[src/rtl/ixreg_pkg.sv]
`timescale 1ns/1ps
package ixreg_pkg;
  localparam int BYTE_W = 8;

  typedef enum logic [2:0] {
    S_IDLE, S_RX, S_ACKWAIT, S_ACK, S_TX, S_MACK, S_IGNORE
  } busState_e;

  typedef enum logic [1:0] {
    ROLE_ADDR, ROLE_INDEX, ROLE_COUNT, ROLE_DATA
  } byteRole_e;

  // control -> datapath
  typedef struct packed {
    logic bitClr;
    logic bitStep;
    logic rxShift;
    logic txShift;
    logic txLoadCnt;
    logic txLoadReg;
    logic oeAck;
    logic oeOff;
    logic idxLoad;
    logic idxInc;
    logic remLoad;
    logic remDec;
    logic wrEn;
  } dpStrobe_t;

  // datapath -> control
  typedef struct packed {
    logic sclRise;
    logic sclFall;
    logic startDet;
    logic stopDet;
    logic bitLast;
    logic remZero;
    logic sdaBit;
    logic [BYTE_W-1:0] rxByte;
  } dpStatus_t;
endpackage

[src/rtl/ixreg_dp.sv]
`timescale 1ns/1ps
module ixreg_dp import ixreg_pkg::*; #(
  parameter int NREG = 16,
  parameter int CNT_IDX = 8,
  parameter logic [BYTE_W-1:0] CNT_RST = 8'h0F,
  parameter int SYNC_STAGES = 2,
  localparam int IDXW = $clog2(NREG)
) (
  input  logic              clk,
  input  logic              rstN,
  input  logic              sclIn,
  input  logic              sdaIn,
  input  dpStrobe_t         strb,
  input  logic [BYTE_W-1:0] regRdata,
  output dpStatus_t         stat,
  output logic              sclSync,
  output logic              sdaOe,
  output logic [IDXW-1:0]   regAddr,
  output logic              regWe,
  output logic [BYTE_W-1:0] regWdata
);
  localparam logic [IDXW-1:0] CNT_SEL = IDXW'(CNT_IDX);

  logic [SYNC_STAGES:0] sclPipe, sdaPipe;
  logic sclS, sclD, sdaS, sdaD;
  logic [2:0] bitCnt;
  logic [BYTE_W-1:0] shiftReg, countReg, remain;
  logic [IDXW-1:0] idx;
  logic [BYTE_W-1:0] rxByte;

  // synchroniser plus one delay stage for edge detection
  always_ff @(posedge clk or negedge rstN) begin
    if (!rstN) begin
      sclPipe <= '1;
      sdaPipe <= '1;
    end else begin
      sclPipe <= {sclPipe[SYNC_STAGES-1:0], sclIn};
      sdaPipe <= {sdaPipe[SYNC_STAGES-1:0], sdaIn};
    end
  end

  assign sclS = sclPipe[SYNC_STAGES-1];
  assign sclD = sclPipe[SYNC_STAGES];
  assign sdaS = sdaPipe[SYNC_STAGES-1];
  assign sdaD = sdaPipe[SYNC_STAGES];
  assign rxByte = {shiftReg[BYTE_W-2:0], sdaS};

  assign stat.sclRise  = sclS & ~sclD;
  assign stat.sclFall  = ~sclS & sclD;
  assign stat.startDet = sclS & sclD & sdaD & ~sdaS;
  assign stat.stopDet  = sclS & sclD & ~sdaD & sdaS;
  assign stat.bitLast  = (bitCnt == 3'd7);
  assign stat.remZero  = (remain == '0);
  assign stat.sdaBit   = sdaS;
  assign stat.rxByte   = rxByte;

  always_ff @(posedge clk or negedge rstN) begin
    if (!rstN) begin
      bitCnt   <= '0;
      shiftReg <= '0;
      sdaOe    <= 1'b0;
      idx      <= '0;
      remain   <= '0;
      countReg <= CNT_RST;
    end else begin
      if (strb.bitClr) bitCnt <= '0;
      else if (strb.bitStep) bitCnt <= bitCnt + 3'd1;

      if (strb.rxShift) shiftReg <= rxByte;
      else if (strb.txLoadCnt) shiftReg <= countReg;
      else if (strb.txLoadReg) shiftReg <= regRdata;
      else if (strb.txShift) shiftReg <= {shiftReg[BYTE_W-2:0], 1'b0};

      if (strb.oeOff) sdaOe <= 1'b0;
      else if (strb.oeAck) sdaOe <= 1'b1;
      else if (strb.txLoadCnt) sdaOe <= ~countReg[BYTE_W-1];
      else if (strb.txLoadReg) sdaOe <= ~regRdata[BYTE_W-1];
      else if (strb.txShift) sdaOe <= ~shiftReg[BYTE_W-2];

      if (strb.idxLoad) idx <= rxByte[IDXW-1:0];
      else if (strb.idxInc) idx <= idx + 1'b1;

      if (strb.remLoad) remain <= rxByte;
      else if (strb.remDec) remain <= remain - 1'b1;

      if (strb.wrEn && idx == CNT_SEL) countReg <= rxByte;
    end
  end

  assign sclSync  = sclS;
  assign regAddr  = idx;
  assign regWe    = strb.wrEn;
  assign regWdata = rxByte;
endmodule

[src/rtl/ixreg_ctrl.sv]
`timescale 1ns/1ps
module ixreg_ctrl import ixreg_pkg::*; #(
  parameter logic [6:0] DEV_ADDR = 7'h69
) (
  input  logic      clk,
  input  logic      rstN,
  input  dpStatus_t stat,
  output dpStrobe_t strb
);
  localparam logic [BYTE_W-1:0] ADDR_WR = {DEV_ADDR, 1'b0};
  localparam logic [BYTE_W-1:0] ADDR_RD = {DEV_ADDR, 1'b1};

  busState_e state, stateN;
  byteRole_e role, roleN;
  logic ackReg, ackN, txMode, txModeN, mackOk, mackN;

  always_ff @(posedge clk or negedge rstN) begin
    if (!rstN) begin
      state  <= S_IDLE;
      role   <= ROLE_ADDR;
      ackReg <= 1'b0;
      txMode <= 1'b0;
      mackOk <= 1'b0;
    end else begin
      state  <= stateN;
      role   <= roleN;
      ackReg <= ackN;
      txMode <= txModeN;
      mackOk <= mackN;
    end
  end

  always_comb begin
    strb    = '0;
    stateN  = state;
    roleN   = role;
    ackN    = ackReg;
    txModeN = txMode;
    mackN   = mackOk;
    if (stat.startDet) begin
      stateN      = S_RX;
      roleN       = ROLE_ADDR;
      txModeN     = 1'b0;
      strb.bitClr = 1'b1;
      strb.oeOff  = 1'b1;
    end else if (stat.stopDet) begin
      stateN     = S_IDLE;
      strb.oeOff = 1'b1;
    end else begin
      case (state)
        S_RX: if (stat.sclRise) begin
          strb.rxShift = 1'b1;
          strb.bitStep = 1'b1;
          if (stat.bitLast) begin
            stateN = S_ACKWAIT;
            ackN   = 1'b0;
            case (role)
              ROLE_ADDR: begin
                if (stat.rxByte == ADDR_WR) begin
                  ackN  = 1'b1;
                  roleN = ROLE_INDEX;
                end else if (stat.rxByte == ADDR_RD) begin
                  ackN    = 1'b1;
                  txModeN = 1'b1;
                end
              end
              ROLE_INDEX: begin
                ackN         = 1'b1;
                strb.idxLoad = 1'b1;
                roleN        = ROLE_COUNT;
              end
              ROLE_COUNT: begin
                ackN         = 1'b1;
                strb.remLoad = 1'b1;
                roleN        = ROLE_DATA;
              end
              default: if (!stat.remZero) begin
                ackN        = 1'b1;
                strb.wrEn   = 1'b1;
                strb.idxInc = 1'b1;
                strb.remDec = 1'b1;
              end
            endcase
          end
        end
        S_ACKWAIT: if (stat.sclFall) begin
          if (ackReg) begin
            strb.oeAck = 1'b1;
            stateN     = S_ACK;
          end else begin
            stateN = S_IGNORE;
          end
        end
        S_ACK: if (stat.sclFall) begin
          if (txMode) begin
            strb.txLoadCnt = 1'b1;
            stateN         = S_TX;
          end else begin
            strb.oeOff = 1'b1;
            stateN     = S_RX;
          end
        end
        S_TX: if (stat.sclFall) begin
          strb.bitStep = 1'b1;
          if (stat.bitLast) begin
            strb.oeOff = 1'b1;
            mackN      = 1'b0;
            stateN     = S_MACK;
          end else begin
            strb.txShift = 1'b1;
          end
        end
        S_MACK: begin
          if (stat.sclRise) begin
            mackN = ~stat.sdaBit;
          end else if (stat.sclFall) begin
            if (mackOk) begin
              strb.txLoadReg = 1'b1;
              strb.idxInc    = 1'b1;
              stateN         = S_TX;
            end else begin
              stateN = S_IGNORE;
            end
          end
        end
        default: ;
      endcase
    end
  end
endmodule

[src/rtl/ixreg_top.sv]
`timescale 1ns/1ps
module ixreg_top import ixreg_pkg::*; #(
  parameter int NREG = 16,
  parameter int CNT_IDX = 8,
  parameter logic [7:0] CNT_RST = 8'h0F,
  parameter logic [6:0] DEV_ADDR = 7'h69,
  parameter int SYNC_STAGES = 2,
  localparam int IDXW = $clog2(NREG)
) (
  input  logic            clk,
  input  logic            rstN,
  input  logic            sclIn,
  input  logic            sdaIn,
  output logic            sdaOe,
  output logic [IDXW-1:0] regAddr,
  output logic            regWe,
  output logic [7:0]      regWdata,
  input  logic [7:0]      regRdata
);
  dpStrobe_t strb;
  dpStatus_t stat;
  logic sclSync;

  ixreg_dp #(
    .NREG(NREG), .CNT_IDX(CNT_IDX), .CNT_RST(CNT_RST), .SYNC_STAGES(SYNC_STAGES)
  ) u_dp (
    .clk(clk), .rstN(rstN), .sclIn(sclIn), .sdaIn(sdaIn), .strb(strb),
    .regRdata(regRdata), .stat(stat), .sclSync(sclSync), .sdaOe(sdaOe),
    .regAddr(regAddr), .regWe(regWe), .regWdata(regWdata)
  );

  ixreg_ctrl #(.DEV_ADDR(DEV_ADDR)) u_ctrl (
    .clk(clk), .rstN(rstN), .stat(stat), .strb(strb)
  );
endmodule

[config.mk]
export PLATFORM = sky130hd
export DESIGN_NAME = ixreg_top
export DESIGN_NICKNAME = d
export VERILOG_FILES = /design/src/rtl/ixreg_pkg.sv /design/src/rtl/ixreg_dp.sv /design/src/rtl/ixreg_ctrl.sv /design/src/rtl/ixreg_top.sv
export SDC_FILE = /design/constraint.sdc
export NUM_CORES = 1
export LEC_CHECK = 0
export CAP_MARGIN = 20
export CORE_MARGIN = 1.5
export CORE_UTILIZATION = 52
export DETAILED_ROUTE_END_ITERATION = 8
export PLACE_DENSITY = 0.76
export SYNTH_ARGS = -nofsm -noshare
export SYNTH_HDL_FRONTEND = slang
export SYNTH_SLANG_ARGS = --single-unit
[constraint.sdc]
create_clock -name clk -period 2.03 [get_ports clk]
set_clock_uncertainty 0.1 [all_clocks]
set_input_delay 0.203 -clock clk [delete_from_list [all_inputs] [get_ports clk]]
set_output_delay 0.203 -clock clk [all_outputs]
set_load 0.005 [all_outputs]
======== Word level (Yosys, flattened, before mapping) ========
Index checks and enable logic that the tools add are counted.
storage, ports and cells
  flip-flop bits (word level) ............. 45
  word-level logic and storage cells ...... 171
  input port bits ......................... 12
  output and inout bits ................... 14
operators by class
  muxes and demuxes ....................... 91
  bitwise gates (word level) .............. 16
  reductions and logical operators ........ 23
  add/sub/neg operators ................... 3
  eq/ne operators ......................... 25
operators by type and width
  operator             number
  $mux 1               45
  $mux 3               15
  $ne 4x4->1 const B   8
  $mux 7               4
  $mux 2               10
  $mux 5               4
  $reduce_bool 2->1    9
  $eq 8x8->1 const B   2
  $mux 8               2
  $pmux 3 s5           1
  $mux 6               2
  $reduce_and 6->1     2
  $pmux 1 s2           5
  $eq 3x3->1 const B   3
  $not 1->1            9
  $reduce_and 9->1     1
  $logic_not 8->1      1
  $mux 4               2
  $ne 2x2->1 const B   4
  $reduce_bool 4->1    2
  $sub 8x1->8 const B  1
  $and 1x1->1          7
  $reduce_and 7->1     1
  $reduce_bool 7->1    1
  16 further kinds     17

======== Logic depth before layout (Yosys ltp) ========
  depth after elaboration ................. 12
  depth in mapped cells ................... 9
  depth with buffers taken out ............ 7

======== Hierarchy ========
Synthesis repeated with hierarchy kept, for this count alone.
unflattened totals
  cell total of the unflattened synthesis .. 285
  area, all modules ....................... 2824.0 sq um
by module, submodules not included
  module      cells each  area an instance (sq um)  instances
  ixreg_dp    187         1911.8                    1
  ixreg_ctrl  98          912.1                     1

======== Least setup slack after synthesis ========
Ideal clock, no wire load.
  kind .................................... register to register
  start ................................... reg u_dp.bitCnt[0]
  end ..................................... reg u_dp.countReg[4]
  slack ................................... -0.074 ns
  arrival time ............................ 1.880 ns
  period minus slack after synthesis ...... 2.104 ns
  data required time ...................... 1.805 ns
  buffers on the path ..................... 0
  setup time .............................. 0.125 ns
  cell stages (with the launch flop) ...... 8
  path through ............................ dfrtp_1 ha_1 ha_1 nand4bb_4 nor2_4 nand3_4 nor3_4 mux2_2
between the ends
  word-level cells in the longest chain between the ends .. 7
ends and longest elaborated chain
  element                   line              source
  start: declaration        ixreg_dp.sv:26    logic [2:0] bitCnt;
  start signal: assignment  ixreg_dp.sv:67    else if (strb.bitStep) bitCnt <= bitCnt + 3'd1;
  $eq 3x3->1                ixreg_dp.sv:52    assign stat.bitLast = (bitCnt == 3'd7);
  $mux 5                    ixreg_ctrl.sv:54  if (stat.bitLast) begin
  $mux 5                    ixreg_ctrl.sv:51  S_RX: if (stat.sclRise) begin
  $mux 3                    ixreg_ctrl.sv:50  case (state)
  $mux 5                    ixreg_ctrl.sv:46  end else if (stat.stopDet) begin
  $mux 5                    ixreg_ctrl.sv:40  if (stat.startDet) begin
  $logic_and 1x1->1         ixreg_dp.sv:86    if (strb.wrEn && idx == CNT_SEL) countReg <= rxByte;
  end signal: assignment    ixreg_dp.sv:86
  end: declaration          ixreg_dp.sv:27    logic [BYTE_W-1:0] shiftReg, countReg, remain;
No other way between the ends.
A chain may end at the register's enable or synchronous reset.

======== Worst setup path in the final report ========
Ends and elaborated chain as after synthesis.

==> flow_metrics.env <==
export IMPL_status="complete, but fails checks"
export IMPL_violations="setup timing"
export IMPL_fmax_ghz=0.492
export IMPL_synth_seq_cells=45
export IMPL_synth_ff_type="dfrtp_1"
export IMPL_synth_compound_area_share_pct=19.1
export IMPL_core_area_mm2=0.00507
export IMPL_hold_path_class="in -> reg"
export IMPL_relSlewSlack_pct=62.2
export IMPL_finalSetupViolations=1
export IMPL_grt_busiest_layer="met2"
export IMPL_die_area_mm2=0.00565
export IMPL_grtUsageTotal_pct=26.7
export IMPL_netlist_area_mm2=0.00271
export IMPL_clockBufferDepth=2
export IMPL_p_total_uw=2770
export IMPL_fin_crit_ps=2030
export IMPL_maxCapViolCount=0
export IMPL_r2r_cells=9
export IMPL_synthSimpleGateAreaFrac_pct=19.1
export IMPL_cellPowerDensity_mw_per_mm2=778
export IMPL_htreeDepth=2
export IMPL_clkSinkCount=45
export IMPL_cp_required_ps=2110
export IMPL_start_kind="register"
export IMPL_fin_nets=358
export IMPL_clock_root_buffer="clkbuf_8"
export IMPL_synthXorXnorAreaFrac_pct=1.29
export IMPL_maxSlewViolCount=0
export IMPL_rsz0062_at_grt="true"
export IMPL_synth_area_per_cell_um2=10.1
export IMPL_drc=0
export IMPL_postRouteAntennaNets=0
export IMPL_drive_above_1_share_pct=32.2
export IMPL_initial_core_util_pct=53.4
export IMPL_final_period_utilization_pct=100
export IMPL_antenna_found_initial=0
export IMPL_final_cell_mix="buf_4, dfrtp_1, clkdlybuf4s50_1, nor2_1"
export IMPL_synth_edff_count=0
export IMPL_rows=26
export IMPL_gp_congestion=0.858
export IMPL_syn_inst=268
export IMPL_port_buffers=25
export IMPL_vdd_drop_max_mv=0.571
export IMPL_path_clk_slew_ps=80
export IMPL_synth_async_reset_ratio_pct=100
export IMPL_synth_top_family_by_area="simple AND/OR/NAND/NOR gates"
export IMPL_synthDistinctLibCells=63
export IMPL_grt_met2_usage_pct=47.0
export IMPL_ys_seq_area_share_pct=42.0
export IMPL_drt_iter0_drc=214
export IMPL_yosys_mux_area_fraction_pct=8.41
export IMPL_routed_wl_um=7200
export IMPL_grt_max_degree=46
export IMPL_synthesis_nets=292
export IMPL_dr_pass1_iters=5
export IMPL_p_leak_uw=0.00159
export IMPL_grt_pass1_wl_um=11200
export IMPL_worstMarginPinSlew_ps=567
export IMPL_fin_ws_ps=-0.757
export IMPL_grt_pass1_vias=2256
export IMPL_area_delta_synth_final_pct=31.2
export IMPL_post_place_ws_ps=-77.6
export IMPL_holdPathStages=1
export IMPL_arrival_ps=2110
export IMPL_layout_commonest_cell="buf_4"
export IMPL_die_h_um=75.2
export IMPL_end_kind="register"
export IMPL_hold_viol=0
export IMPL_path_max_fanout=8
export IMPL_synthAdderAreaFrac_pct=5.54
export IMPL_cts_buffers=5
export IMPL_yosys_warnings=0
export IMPL_tritoncts="yes"
export IMPL_synth_top_area_cell="dfrtp_1"
export IMPL_clk_latency_ps=290
export IMPL_grt_overflow=0
export IMPL_synth_top_area_share_pct=32.3
export IMPL_critPathKind="reg -> reg"
export IMPL_dp_final_hpwl_um=4880
export IMPL_diodes=0
export IMPL_fill_cells=384
export IMPL_grt_use_met1_pct=33.8
export IMPL_die_x_um=75.2
export IMPL_via_per_inst=5.92
export IMPL_ios=26
export IMPL_grt_util_met3_pct=5.09
export IMPL_vias=2398
export IMPL_wire_per_inst_um=17.8
export IMPL_synthTopCellsByArea="dfrtp_1, dfstp_2, mux2_2, ha_1, o21ai_0"
## where the power goes
group / internal (uW) / switching, uW
clock: 278 / 286
sequential: 1010 / 100
combinational: 540 / 551
total: 1830 / 937
## critical path, cell delays in order (launching register included)
cell	delay, ps
dfrtp_1	400
ha_4	160
ha_4	130
nand4bb_4	130
nor2_4	150
nand3_4	90
buf_6	140
nor3_4	150
buf_12	160
mux2_4	300
## cells by family after synthesis
kind of cell    count (synthesis)
buf+inv                        28
fa+ha+maj                      12
xor+xnor                        4
simple gates                   82
compound gates                 76
flops                          45
mux                            21
## sequential cells by signal, summed over array words and instances (netlist names)
| name | count |
|---|---|
| u_dp.countReg | 8 |
| u_dp.remain | 8 |
| u_dp.shiftReg | 7 |
| u_dp.regAddr | 4 |
| u_ctrl.state | 3 |
| u_dp.bitCnt | 3 |
| u_dp.sclPipe | 3 |
| u_dp.sdaPipe | 3 |
| u_ctrl.role | 2 |
| u_ctrl.ackReg | 1 |
| u_ctrl.mackOk | 1 |
| u_ctrl.txMode | 1 |
| u_dp.sdaOe | 1 |
## layout make-up
cell class	instances	area (um2)	area share, %
clock buffers	8	90.1	2.53
inverters	18	67.6	1.90
multi-input cells	195	1570	44.2
flip-flops and latches	45	1140	32.0
well taps	70	87.6	2.46
repair buffers	69	601	16.9
## Yosys cell counts, types with 2 or more instances
| library cell | instances |
|---|---|
| nand2b_1 | 2 |
| buf_4 | 3 |
| a41oi_1 | 3 |
| nand2_1 | 16 |
| o2bb2ai_1 | 6 |
| ha_1 | 12 |
| a21oi_1 | 15 |
| mux2i_1 | 7 |
| mux2_2 | 14 |
| dfstp_2 | 10 |
| o311ai_1 | 2 |
| clkbuf_1 | 2 |
| buf_2 | 5 |
| nand4_1 | 2 |
| o21ai_0 | 18 |
| nand4b_1 | 2 |
| xnor2_1 | 2 |
| nand4_2 | 2 |
| nor2b_1 | 8 |
| inv_1 | 18 |
| nor3_1 | 5 |
| nor2_1 | 20 |
| nand3_1 | 4 |
| xor2_1 | 2 |
| o21a_1 | 2 |
| a31oi_1 | 5 |
| dfrtp_1 | 35 |
| or3_1 | 2 |
| a22oi_1 | 4 |
| o22ai_1 | 7 |
## layer usage
| layer | up-vias | wire length, um |
|---|---|---|
| met4 | 0 | 167 |
| met2 | 103 | 3560 |
| met5 | - | 0 |
| li1 | 1117 | - |
| met1 | 1162 | 3040 |
| met3 | 16 | 434 |
## repair_timing
| item | 4_1_cts | 5_1_grt |
|---|---|---|
| endpoints found under the setup margin | 14 | 28 |
| endpoints found under the hold margin | 35 | 0 |
| hold buffers | 1 | 0 |
| setup buffers | 8 | 2 |
| pin swaps | 6 | 13 |
| resized for setup | 14 | 19 |
## metrics by stage
stage	std cells	TNS, ps	utilization [%]	hold slack (ps)	area (um2)
finish	405	-0.757	70.0	211	3550
global placement	386	-0.998	63.8	217	3240
floorplan	268	0	-	-193	2710
CTS	403	-497	68.4	208	3470
detailed placement	386	-454	63.8	220	3240
global route	405	-998	70.0	214	3550
## worst paths after layout
check | end | start | slack (ps)
min | u_dp.sdaPipe[0] | sdaIn | 210
min reg2reg | u_dp.sdaPipe[1] | u_dp.sdaPipe[0] | 260
min in group asynchronous | u_dp.remain[2] | rstN | 430
max | u_dp.countReg[4] | u_dp.bitCnt[0] | -0.8
max in group asynchronous | u_dp.sdaPipe[1] | rstN | 1020
max reg2reg | u_dp.countReg[4] | u_dp.bitCnt[0] | -0.8
Note: power is estimated with default switching activity, not from simulation.
